===== src/rtl/nmi_cond_pkg.sv =====
package nmi_cond_pkg;
  typedef enum logic [1:0] {
    TRIG_LVL_LO = 2'd0,
    TRIG_FALL   = 2'd1,
    TRIG_LVL_HI = 2'd2,
    TRIG_RISE   = 2'd3
  } trig_e;

  localparam int unsigned TRIG_W = 2;
endpackage


===== src/rtl/nmi_sync.sv =====
module nmi_sync #(
  parameter int unsigned STAGES  = 2,
  parameter bit          RST_VAL = 1'b1
) (
  input  logic clk_i,
  input  logic rst_ni,
  input  logic async_i,
  output logic sync_o
);
  logic [STAGES-1:0] stage_q;

  generate
    if (STAGES == 1) begin : g_one
      always_ff @(posedge clk_i or negedge rst_ni) begin
        if (!rst_ni) stage_q <= RST_VAL;
        else         stage_q <= async_i;
      end
    end else begin : g_chain
      always_ff @(posedge clk_i or negedge rst_ni) begin
        if (!rst_ni) stage_q <= {STAGES{RST_VAL}};
        else         stage_q <= {stage_q[STAGES-2:0], async_i};
      end
    end
  endgenerate

  assign sync_o = stage_q[STAGES-1];
endmodule


===== src/rtl/nmi_detect.sv =====
module nmi_detect
  import nmi_cond_pkg::*;
#(
  parameter bit RST_VAL = 1'b1
) (
  input  logic  clk_i,
  input  logic  rst_ni,
  input  logic  lvl_i,
  input  trig_e mode_i,
  output logic  hit_o
);
  logic prev_q;
  logic rise, fall;

  always_ff @(posedge clk_i or negedge rst_ni) begin
    if (!rst_ni) prev_q <= RST_VAL;
    else         prev_q <= lvl_i;
  end

  assign rise = lvl_i & ~prev_q;
  assign fall = ~lvl_i & prev_q;

  always_comb begin
    unique case (mode_i)
      TRIG_LVL_LO: hit_o = ~lvl_i;
      TRIG_FALL:   hit_o = fall;
      TRIG_LVL_HI: hit_o = lvl_i;
      TRIG_RISE:   hit_o = rise;
      default:     hit_o = 1'b0;
    endcase
  end
endmodule


===== src/rtl/nmi_regs.sv =====
module nmi_regs
  import nmi_cond_pkg::*;
#(
  parameter int unsigned ADDR_W   = 8,
  parameter int unsigned DATA_W   = 32,
  parameter int unsigned TRIG_OFF = 'h0c,
  parameter int unsigned PEND_OFF = 'h10,
  parameter int unsigned EN_OFF   = 'h40
) (
  input  logic              clk_i,
  input  logic              rst_ni,
  input  logic              wr_en_i,
  input  logic [ADDR_W-1:0] addr_i,
  input  logic [TRIG_W-1:0] wdata_i,
  input  logic              hit_i,
  output logic [DATA_W-1:0] rdata_o,
  output trig_e             mode_o,
  output logic              pend_o,
  output logic              en_o
);
  localparam logic [ADDR_W-1:0] TRIG_A = ADDR_W'(TRIG_OFF);
  localparam logic [ADDR_W-1:0] PEND_A = ADDR_W'(PEND_OFF);
  localparam logic [ADDR_W-1:0] EN_A   = ADDR_W'(EN_OFF);

  trig_e mode_q;
  logic  pend_q, en_q;
  logic  wr_trig, wr_en_reg, clr;

  assign wr_trig   = wr_en_i && (addr_i == TRIG_A);
  assign wr_en_reg = wr_en_i && (addr_i == EN_A);
  assign clr       = wr_en_i && (addr_i == PEND_A) && wdata_i[0];

  always_ff @(posedge clk_i or negedge rst_ni) begin
    if (!rst_ni) begin
      mode_q <= TRIG_LVL_LO;
      en_q   <= 1'b0;
      pend_q <= 1'b0;
    end else begin
      if (wr_trig)   mode_q <= trig_e'(wdata_i);
      if (wr_en_reg) en_q   <= wdata_i[0];
      // a new detection outranks a clear in the same cycle
      pend_q <= hit_i | (pend_q & ~clr);
    end
  end

  always_comb begin
    rdata_o = '0;
    if (addr_i == TRIG_A)      rdata_o[TRIG_W-1:0] = mode_q;
    else if (addr_i == PEND_A) rdata_o[0] = pend_q;
    else if (addr_i == EN_A)   rdata_o[0] = en_q;
  end

  assign mode_o = mode_q;
  assign pend_o = pend_q;
  assign en_o   = en_q;
endmodule


===== src/rtl/nmi_cond_unit.sv =====
module nmi_cond_unit
  import nmi_cond_pkg::*;
#(
  parameter int unsigned ADDR_W      = 8,
  parameter int unsigned DATA_W      = 32,
  parameter int unsigned SYNC_STAGES = 2,
  parameter bit          PIN_IDLE    = 1'b1,
  parameter int unsigned TRIG_OFF    = 'h0c,
  parameter int unsigned PEND_OFF    = 'h10,
  parameter int unsigned EN_OFF      = 'h40
) (
  input  logic              clk_i,
  input  logic              rst_ni,
  input  logic              nmi_pin_i,
  input  logic              wr_en_i,
  input  logic [ADDR_W-1:0] addr_i,
  input  logic [TRIG_W-1:0] wdata_i,
  output logic [DATA_W-1:0] rdata_o,
  output logic              irq_o
);
  logic  pin_sync;
  logic  hit;
  trig_e trig_q;
  logic  pend_q, en_q;

  nmi_sync #(.STAGES(SYNC_STAGES), .RST_VAL(PIN_IDLE)) sync_i (
    .clk_i(clk_i), .rst_ni(rst_ni), .async_i(nmi_pin_i), .sync_o(pin_sync)
  );

  nmi_detect #(.RST_VAL(PIN_IDLE)) det_i (
    .clk_i(clk_i), .rst_ni(rst_ni), .lvl_i(pin_sync), .mode_i(trig_q), .hit_o(hit)
  );

  nmi_regs #(
    .ADDR_W(ADDR_W), .DATA_W(DATA_W),
    .TRIG_OFF(TRIG_OFF), .PEND_OFF(PEND_OFF), .EN_OFF(EN_OFF)
  ) regs_i (
    .clk_i(clk_i), .rst_ni(rst_ni), .wr_en_i(wr_en_i), .addr_i(addr_i),
    .wdata_i(wdata_i), .hit_i(hit), .rdata_o(rdata_o), .mode_o(trig_q),
    .pend_o(pend_q), .en_o(en_q)
  );

  assign irq_o = pend_q & en_q;
endmodule


===== config.mk =====
export PLATFORM = sky130hd
export DESIGN_NAME = nmi_cond_unit
export DESIGN_NICKNAME = d
export VERILOG_FILES = /design/src/rtl/nmi_cond_pkg.sv /design/src/rtl/nmi_sync.sv /design/src/rtl/nmi_detect.sv /design/src/rtl/nmi_regs.sv /design/src/rtl/nmi_cond_unit.sv
export SDC_FILE = /design/constraint.sdc
export NUM_CORES = 1
export LEC_CHECK = 0
export BUFFER_PORTS_ARGS = -buffer_cell sky130_fd_sc_hd__buf_2
export CORE_MARGIN = 5
export CORE_UTILIZATION = 30
export CTS_CLUSTER_SIZE = 25
export DETAILED_ROUTE_END_ITERATION = 10
export PLACE_DENSITY = 0.68
export RECOVER_POWER = 100
export REMOVE_ABC_BUFFERS = 1
export SLEW_MARGIN = 10
export SYNTH_ARGS = -nofsm -noshare
export SYNTH_HDL_FRONTEND = slang
export SYNTH_SLANG_ARGS = --single-unit
export TNS_END_PERCENT = 1

===== constraint.sdc =====
create_clock -name clk_i -period 1.2 [get_ports clk_i]
set_clock_uncertainty 0.2 [all_clocks]
set_input_delay 0 -clock clk_i [delete_from_list [all_inputs] [get_ports clk_i]]
set_output_delay 0 -clock clk_i [all_outputs]
set_load 0.02 [all_outputs]

==> results of run 1 <==
==> report_power, final <==
group	switching (mW)	leakage (nW)	internal, mW
Sequential	0.00697	0.0811	0.250
Combinational	0.118	0.260	0.0469
Clock	0.0849	0.0150	0.127
==> logic make-up (layout without fill, tap and decap cells) <==
kind of cell,count (synthesis),after routing
XOR/XNOR,2,2
flip-flops,7,7
other,1,30
AND/OR/NAND/NOR,13,13
buffers and inverters,30,29
AO/OA/AOI/OAI,4,4
multiplexers,3,3
==> cell usage after synthesis <==
cell type   n
nand2_1     1
and3_2      1
nand4_1     1
a21oi_1     1
nand3_2     1
mux2_1      3
a21o_1      1
conb_1      1
buf_4      30
a22oi_1     1
o21ai_0     1
dfrtp_1     4
xnor2_1     1
xor2_1      1
and4bb_2    1
and2_1      1
nor4_4      1
nor2_1      1
nor2b_1     2
nand3_1     2
dfstp_2     3
nor3b_1     1
==> final cells by class <==
| class | instances | area [um^2] |
|---|---|---|
| tap | 27 | 33.78 |
| fill | 197 | 1206 |
| timing repair buffer | 25 | 166.4 |
| clock buffer | 4 | 26.28 |
| sequential | 7 | 178.9 |
| multi-input combinational | 52 | 290.3 |
==> sequential cells by signal (all words and copies together) (netlist names) <==
register,cells
det_i.prev_q,1
regs_i.en_o,1
regs_i.pend_o,1
regs_i.mode_o,2
sync_i.stage_q,2
==> timing repair <==
item	CTS	global route
endpoints found under the setup margin	2	4
gates cloned	0	0
setup buffers	1	0
hold endpoints to repair	12	4
resized for setup	1	1
==> worst min-delay path, cell delays in order <==
cell and delay [ns]:
buf_2 0.10, nor4_4 0.04, nand3_1 0.06, mux2_1 0.13
==> through the flow <==
stage	hold WS (ns)	total power [mW]	setup TNS [ns]	cells
final	-0.07981	0.6334	-0.03612	115
after global routing	-0.07529	0.6791	-0.2439	115
after CTS	-0.08810	0.6453	-0.06432	115
after detailed placement	-0.3592	0.4065	-0.2830	103
after global placement	-0.3627	0.4050	-0.2023	103
after floorplan	-0.4956	0.3655	0	59
==> metal layers <==
metal | vias to the layer above | routed length (um)
met4 | 0 | 0
met5 | - | 0
met3 | 0 | 239
li1 | 193 | -
met2 | 39 | 475
met1 | 188 | 344
==> how the worst max path moves through the flow <==
stage | cells past startpoint | to | slack (ns)
after CTS | 3 | rdata_o[0] | -0.05
final | 3 | rdata_o[0] | -0.03
after global placement | 4 | regs_i.mode_o[0]$_DFFE_PN0P_ | -0.05
after global routing | 3 | rdata_o[0] | -0.11
after detailed placement | 4 | regs_i.mode_o[0]$_DFFE_PN0P_ | -0.08
after floorplan | 3 | regs_i.pend_o$_DFF_PN0_ | 0.05
==> metrics, run 1 <==
pre-CTS setup slack -0.08182 ns; area delta synth->final 18.80%; CP cell instances a22oi_1 > o21ai_1 > buf_2; max-capacitance violation count 0; Simple-Gate Fraction of Synth Area 17.31%; drc violations 0; critical path buffer and inverter count 1; Diodes inserted 0; hold depth 4; Placed Area about 590 um^2; Hold Path End regs_i.en_o$_DFFE_PN0P_; CP Capture Type output pin; YS warnings 0; post-synth top area cell buf_4; Setup crit start kind flop; mapped cell area 585.6 um^2; beginning of the worst register-to-register path sync_i.stage_q[1]$_DFF_PN1_; layout net count 103; Hold Crit Class in2reg; classification of the worst setup path reg2out; status complete, but fails checks; first drt pass iteration count 2; worst endpoint required time 1.00 ns; terminus of the critical flop-to-flop path regs_i.pend_o$_DFF_PN0_; register area share after synthesis 30.56%; RSZ-0062 raised after global routing true; share of the synthesized area in the top cell type 38.46%; core area approximately 1900 um^2; Vias/cell 3.652; Die Width between 50 and 60 um; final setup fails 2; vias in the first global route 366; main combinational cell family by area after synthesis buffers and inverters; routed via count 420; fin crit period about 1.2 ns; Max stage delay on crit path ~0.38 ns; GR peak layer met2; Worst-Skew Late Latency 0.25 ns; H-tree depth 1; I/O Buffers 16; clk root buf clkbuf_4; largest net degree at the start of global routing 5; Pwr per Cell Area around 900 nW/um^2; GRT met3 Usage 5.817%; Final Hold Violating Endpoints 4; initial antenna violation count 0; xor/xnor share of the synthesized area 2.991%; I/O pin cnt 47; Pins Over Slew Limit 0; CP startpoint regs_i.pend_o$_DFF_PN0_; GRT met2 Usage roughly an eighth; hold wc startpoint addr_i[0]; RD Place Congestion 0.6061; Slowest cell on crit path dfrtp_1; failing checks hold timing, setup timing; most frequent cells in the layout 30 x conb_1, 14 x buf_2, 7 x dlygate4sd3_1; Finished Cell Area a little under 700 um^2; Die Span Y roughly 54 um; TritonCTS clock tree built; Reg2Reg Depth 3; Synth cell types 22; commonest non-fill, non-tap cell in the layout conb_1; row count 16; WP data arrival 1.03 ns; clock sink count 7; cts bufs inserted 3; drt total wl 1.059 mm; gr usage total under 10%; Routed Antenna Nets 0; clock tree buffer depth 2; critical-path maximum fanout 3; DRT iter0 DRCs 1; share of post-route cells with drive strength above 1 slightly below 30%; Synth Area in Compound Gates around 4.3%; Final Util a little over a third; Min Hold Slack -0.07981 ns; Syn Area/Cell ~9.8 um^2; #FFs+latches synth 7; Final Cycle Share 102.5%; global-route wire length before repair ~1.4 mm; Fmax between 800 and 900 MHz; Post-Syn Instances 60; Area contributors post-synth buf_4 38%, dfrtp_1 17%, dfstp_2 13%, mux2_1 5.8%, nor4_4 3.6%; post-synthesis mux area share 5.769%; Total Die Area ~2900 um^2; remaining global-route overflow 0; Starting Density between 30% and 40%; hold buffer count at CTS 7; peak supply drop about 560 uV; Worst-path clk slew ~0.050 ns; Synth Area in Adders 0%; M1 GR Usage between 6 and 7%; wire per inst approximately 9.2 um; Leakage ~0.36 nW; final worst setup slack -0.03010 ns; reg2reg setup slack about 0.02 ns; Largest delay share family, worst path flip-flops
No activity file was read; power rests on OpenSTA's default activity.
==> run 2: changes to the inputs <==
--- a/config.mk
+++ b/config.mk
@@ -13,8 +13,10 @@
 export PLACE_DENSITY = 0.68
 export RECOVER_POWER = 100
 export REMOVE_ABC_BUFFERS = 1
+export SETUP_SLACK_MARGIN = 0.2
 export SLEW_MARGIN = 10
 export SYNTH_ARGS = -nofsm -noshare
 export SYNTH_HDL_FRONTEND = slang
+export SYNTH_HIERARCHICAL = 1
 export SYNTH_SLANG_ARGS = --single-unit
 export TNS_END_PERCENT = 1
==> metrics, run 2 <==
worst endpoint required time 1.00 ns (about the same); drc violations 0 (unchanged); max-capacitance violation count 0 (unchanged); global-route wire length before repair 1.649 mm (was 1.414 mm); final worst setup slack -0.2095 ns (was -0.03010 ns); wire per inst 10.30 um (was 9.209 um); RSZ-0062 raised after global routing true (unchanged); Worst-Skew Late Latency 0.24 ns (was 0.25 ns); remaining global-route overflow 0 (unchanged); TritonCTS clock tree built (unchanged); CP cell instances a22o_1 > a32o_2 > buf_6 (was a22oi_1 > o21ai_1 > buf_2); fin crit period 1.409 ns (was 1.230 ns); largest net degree at the start of global routing 8 (was 5); Syn Area/Cell 9.822 um^2 (was 9.759 um^2); commonest non-fill, non-tap cell in the layout conb_1 (unchanged); CP Capture Type output pin (unchanged); clock tree buffer depth 2 (unchanged); gr usage total 7.871% (was 6.895%); Setup crit start kind flop (unchanged); most frequent cells in the layout 30 x conb_1, 12 x buf_2, 4 x buf_6, 4 x buf_4, 4 x dfrtp_1 (was 30 x conb_1, 14 x buf_2, 7 x dlygate4sd3_1); Die Span Y 54.32 um (was 54.18 um); reg2reg setup slack 0.02 ns (about the same); Synth Area in Adders 0% (unchanged); initial antenna violation count 0 (unchanged); peak supply drop 434.8 uV (was 562.6 uV); Routed Antenna Nets 0 (unchanged); cts bufs inserted 3 (unchanged); layout net count 102 (was 103); Final Hold Violating Endpoints 8 (was 4); Slowest cell on crit path dfrtp_1 (unchanged); first drt pass iteration count 1 (was 2); YS warnings 6 (was 0); Simple-Gate Fraction of Synth Area 16.56% (was 17.31%); Leakage 0.3731 nW (was 0.3558 nW); register area share after synthesis 30.36% (was 30.56%); Hold Crit Class in2reg (unchanged); Levels on crit path 3 (unchanged); hold buffer count at CTS 4 (was 7); classification of the worst setup path reg2out (unchanged); Die Width 54.32 um (was 54.18 um); EDFF count, synth 0 (unchanged); status complete, but fails checks (unchanged); WP data arrival 1.21 ns (was 1.03 ns); failing checks hold timing, setup timing (unchanged); top cells by count, synth 30 x buf_4, 4 x dfrtp_1, 3 x and2_1, 3 x dfstp_2, 3 x mux2_1 (was 30 x buf_4, 4 x dfrtp_1, 3 x dfstp_2, 3 x mux2_1); Post-Syn Instances 60 (unchanged); Pwr per Cell Area 889.3 nW/um^2 (was 910.5 nW/um^2); Synth Area in Compound Gates 5.520% (was 4.274%); row count 16 (unchanged); final setup fails 3 (was 2); hold depth 4 (unchanged); mapped cell area 589.3 um^2 (was 585.6 um^2); Total Die Area 2951 um^2 (was 2935 um^2); beginning of the worst register-to-register path sync_i/stage_q[1]$_DFF_PN1_ (was sync_i.stage_q[1]$_DFF_PN1_); post-synthesis mux area share 5.732% (was 5.769%); hold wc startpoint addr_i[0] (unchanged); Starting Density 30.66% (was 30.79%); CP startpoint regs_i/pend_o$_DFF_PN0_ (was regs_i.pend_o$_DFF_PN0_); DRT iter0 DRCs 0 (was 1); H-tree depth 1 (unchanged); Diodes inserted 0 (unchanged); Finished Cell Area 700.7 um^2 (was 695.7 um^2); share of the synthesized area in the top cell type 38.22% (was 38.46%); I/O pin cnt 47 (unchanged); area delta synth->final 18.90% (was 18.80%); core area 1922 um^2 (was 1902 um^2); Worst-path clk slew 0.05 ns (about the same); Pins Over Slew Limit 0 (unchanged); asr flop ratio synth 100.0% (unchanged); post-synth top area cell buf_4 (unchanged); critical path buffer and inverter count 1 (unchanged); routed via count 412 (was 420); Final Cycle Share 117.5% (was 102.5%); Main synth FF type dfrtp_1 (unchanged); setup TNS -0.4647 ns (was -0.03612 ns); Max stage delay on crit path 0.37 ns (was 0.38 ns); clock sink count 7 (unchanged); share of post-route cells with drive strength above 1 34.48% (was 29.55%); clk root buf clkbuf_4 (unchanged); Reg2Reg Depth 3 (unchanged); Layout fillers 211 (was 197); Min Hold Slack -0.07878 ns (was -0.07981 ns); #FFs+latches synth 7 (unchanged); Placed Area 601.8 um^2 (was 590.6 um^2); Vias/cell 3.614 (was 3.652); I/O Buffers 16 (unchanged); RD Place Congestion 0.6471 (was 0.6061); main combinational cell family by area after synthesis buffers and inverters (unchanged); most numerous cell in the Yosys netlist buf_4 (unchanged); xor/xnor share of the synthesized area 2.972% (was 2.991%); Largest delay share family, worst path compound AO/OA/AOI/OAI gates (was flip-flops); Fmax 709.5 MHz (was 812.9 MHz); vias in the first global route 408 (was 366); Area contributors post-synth buf_4 38%, dfrtp_1 17%, dfstp_2 13%, mux2_1 5.7%, nor4_4 3.6% (was buf_4 38%, dfrtp_1 17%, dfstp_2 13%, mux2_1 5.8%, nor4_4 3.6%); critical-path maximum fanout 2 (was 3); drt total wl 1.174 mm (was 1.059 mm); Detail Placement HPWL 933 um; Synth cell types 20 (was 22); pre-CTS setup slack -0.1476 ns (was -0.08182 ns)
## run 2: cell count changes after synthesis, sizes merged
cell    delta
and2       +2
nand3      -2
a22o       +1
a22oi      -1
a32o       +1
and4bb     -1
nand2      -1
nand4      +1
nor2       +1
o21ai      -1
## run 2: layout make-up
type,count,area (um^2),share of cell area (%)
multi-input cells,52,292.8,41.79
repair buffers,24,168.9,24.11
clock buffers,4,26.28,3.750
flip-flops and latches,7,178.9,25.54
well taps,27,33.78,4.821
## run 2: timing repair
| action | in CTS | in global routing |
|---|---|---|
| gates resized for setup | 9 | 1 |
| pin swaps | 2 | 2 |
| endpoints found under the setup margin | 7 | 7 |
| endpoints found under the hold margin | 12 | 8 |
| setup buffers | 1 | 1 |
## run 2: worst paths after layout
| kind | end |
|---|---|
| hold / removal | regs_i/mode_o[1]$_DFFE_PN0P_ |
| setup / recovery | rdata_o[0] |
| setup reg to reg | regs_i/pend_o$_DFF_PN0_ |
| max in group asynchronous | det_i/prev_q$_DFF_PN1_ |
| hold reg to reg | sync_i/stage_q[1]$_DFF_PN1_ |
| min in group asynchronous | regs_i/pend_o$_DFF_PN0_ |
## run 2: power breakdown
| group | internal (mW) | total, mW | switching [mW] |
|---|---|---|---|
| Sequential | 0.250 | 0.256 | 0.00627 |
| Combinational | 0.0452 | 0.164 | 0.119 |
| Clock | 0.126 | 0.203 | 0.0765 |
## run 2: kinds of logic (layout without fill, tap and decap cells)
logic type                after synthesis  after routing
AOI/OAI and AO/OA                       4              4
xor gates and xnor gates                2              2
buffers and inverters                  30             28
DFF                                     7              7
muxes                                   3              3
other                                   1             30
and+or+nand+nor                        13             13
## run 2: per-layer routing
metal  vias up  wire [um]  share of wire, %  GRT usage, %
met4         0          0                 0         4.979
met1       185        421                36         7.895
met5         -          0                 0             0
met2        36        580                49         14.34
met3         0        173                15         1.907
li1        191          -                 -             -
## run 2: metrics by stage
step / std cells / hold WS, ns / utilization, % / power (mW)
finish: 114 / -0.07878 / 36.46 / 0.6231
global route: 114 / -0.07753 / 36.46 / 0.6669
CTS: 113 / -0.09623 / 37.04 / 0.6392
detailed placement: 104 / -0.3646 / 31.32 / 0.4081
global placement: 104 / -0.3672 / 31.32 / 0.4057
floorplan: 59 / -0.4956 / - / 0.3670
## run 2: worst min-delay path, cell delays in order
cell and delay [ns]:
buf_6 0.07, nor4_2 0.05, nand4_2 0.08, mux2_1 0.13
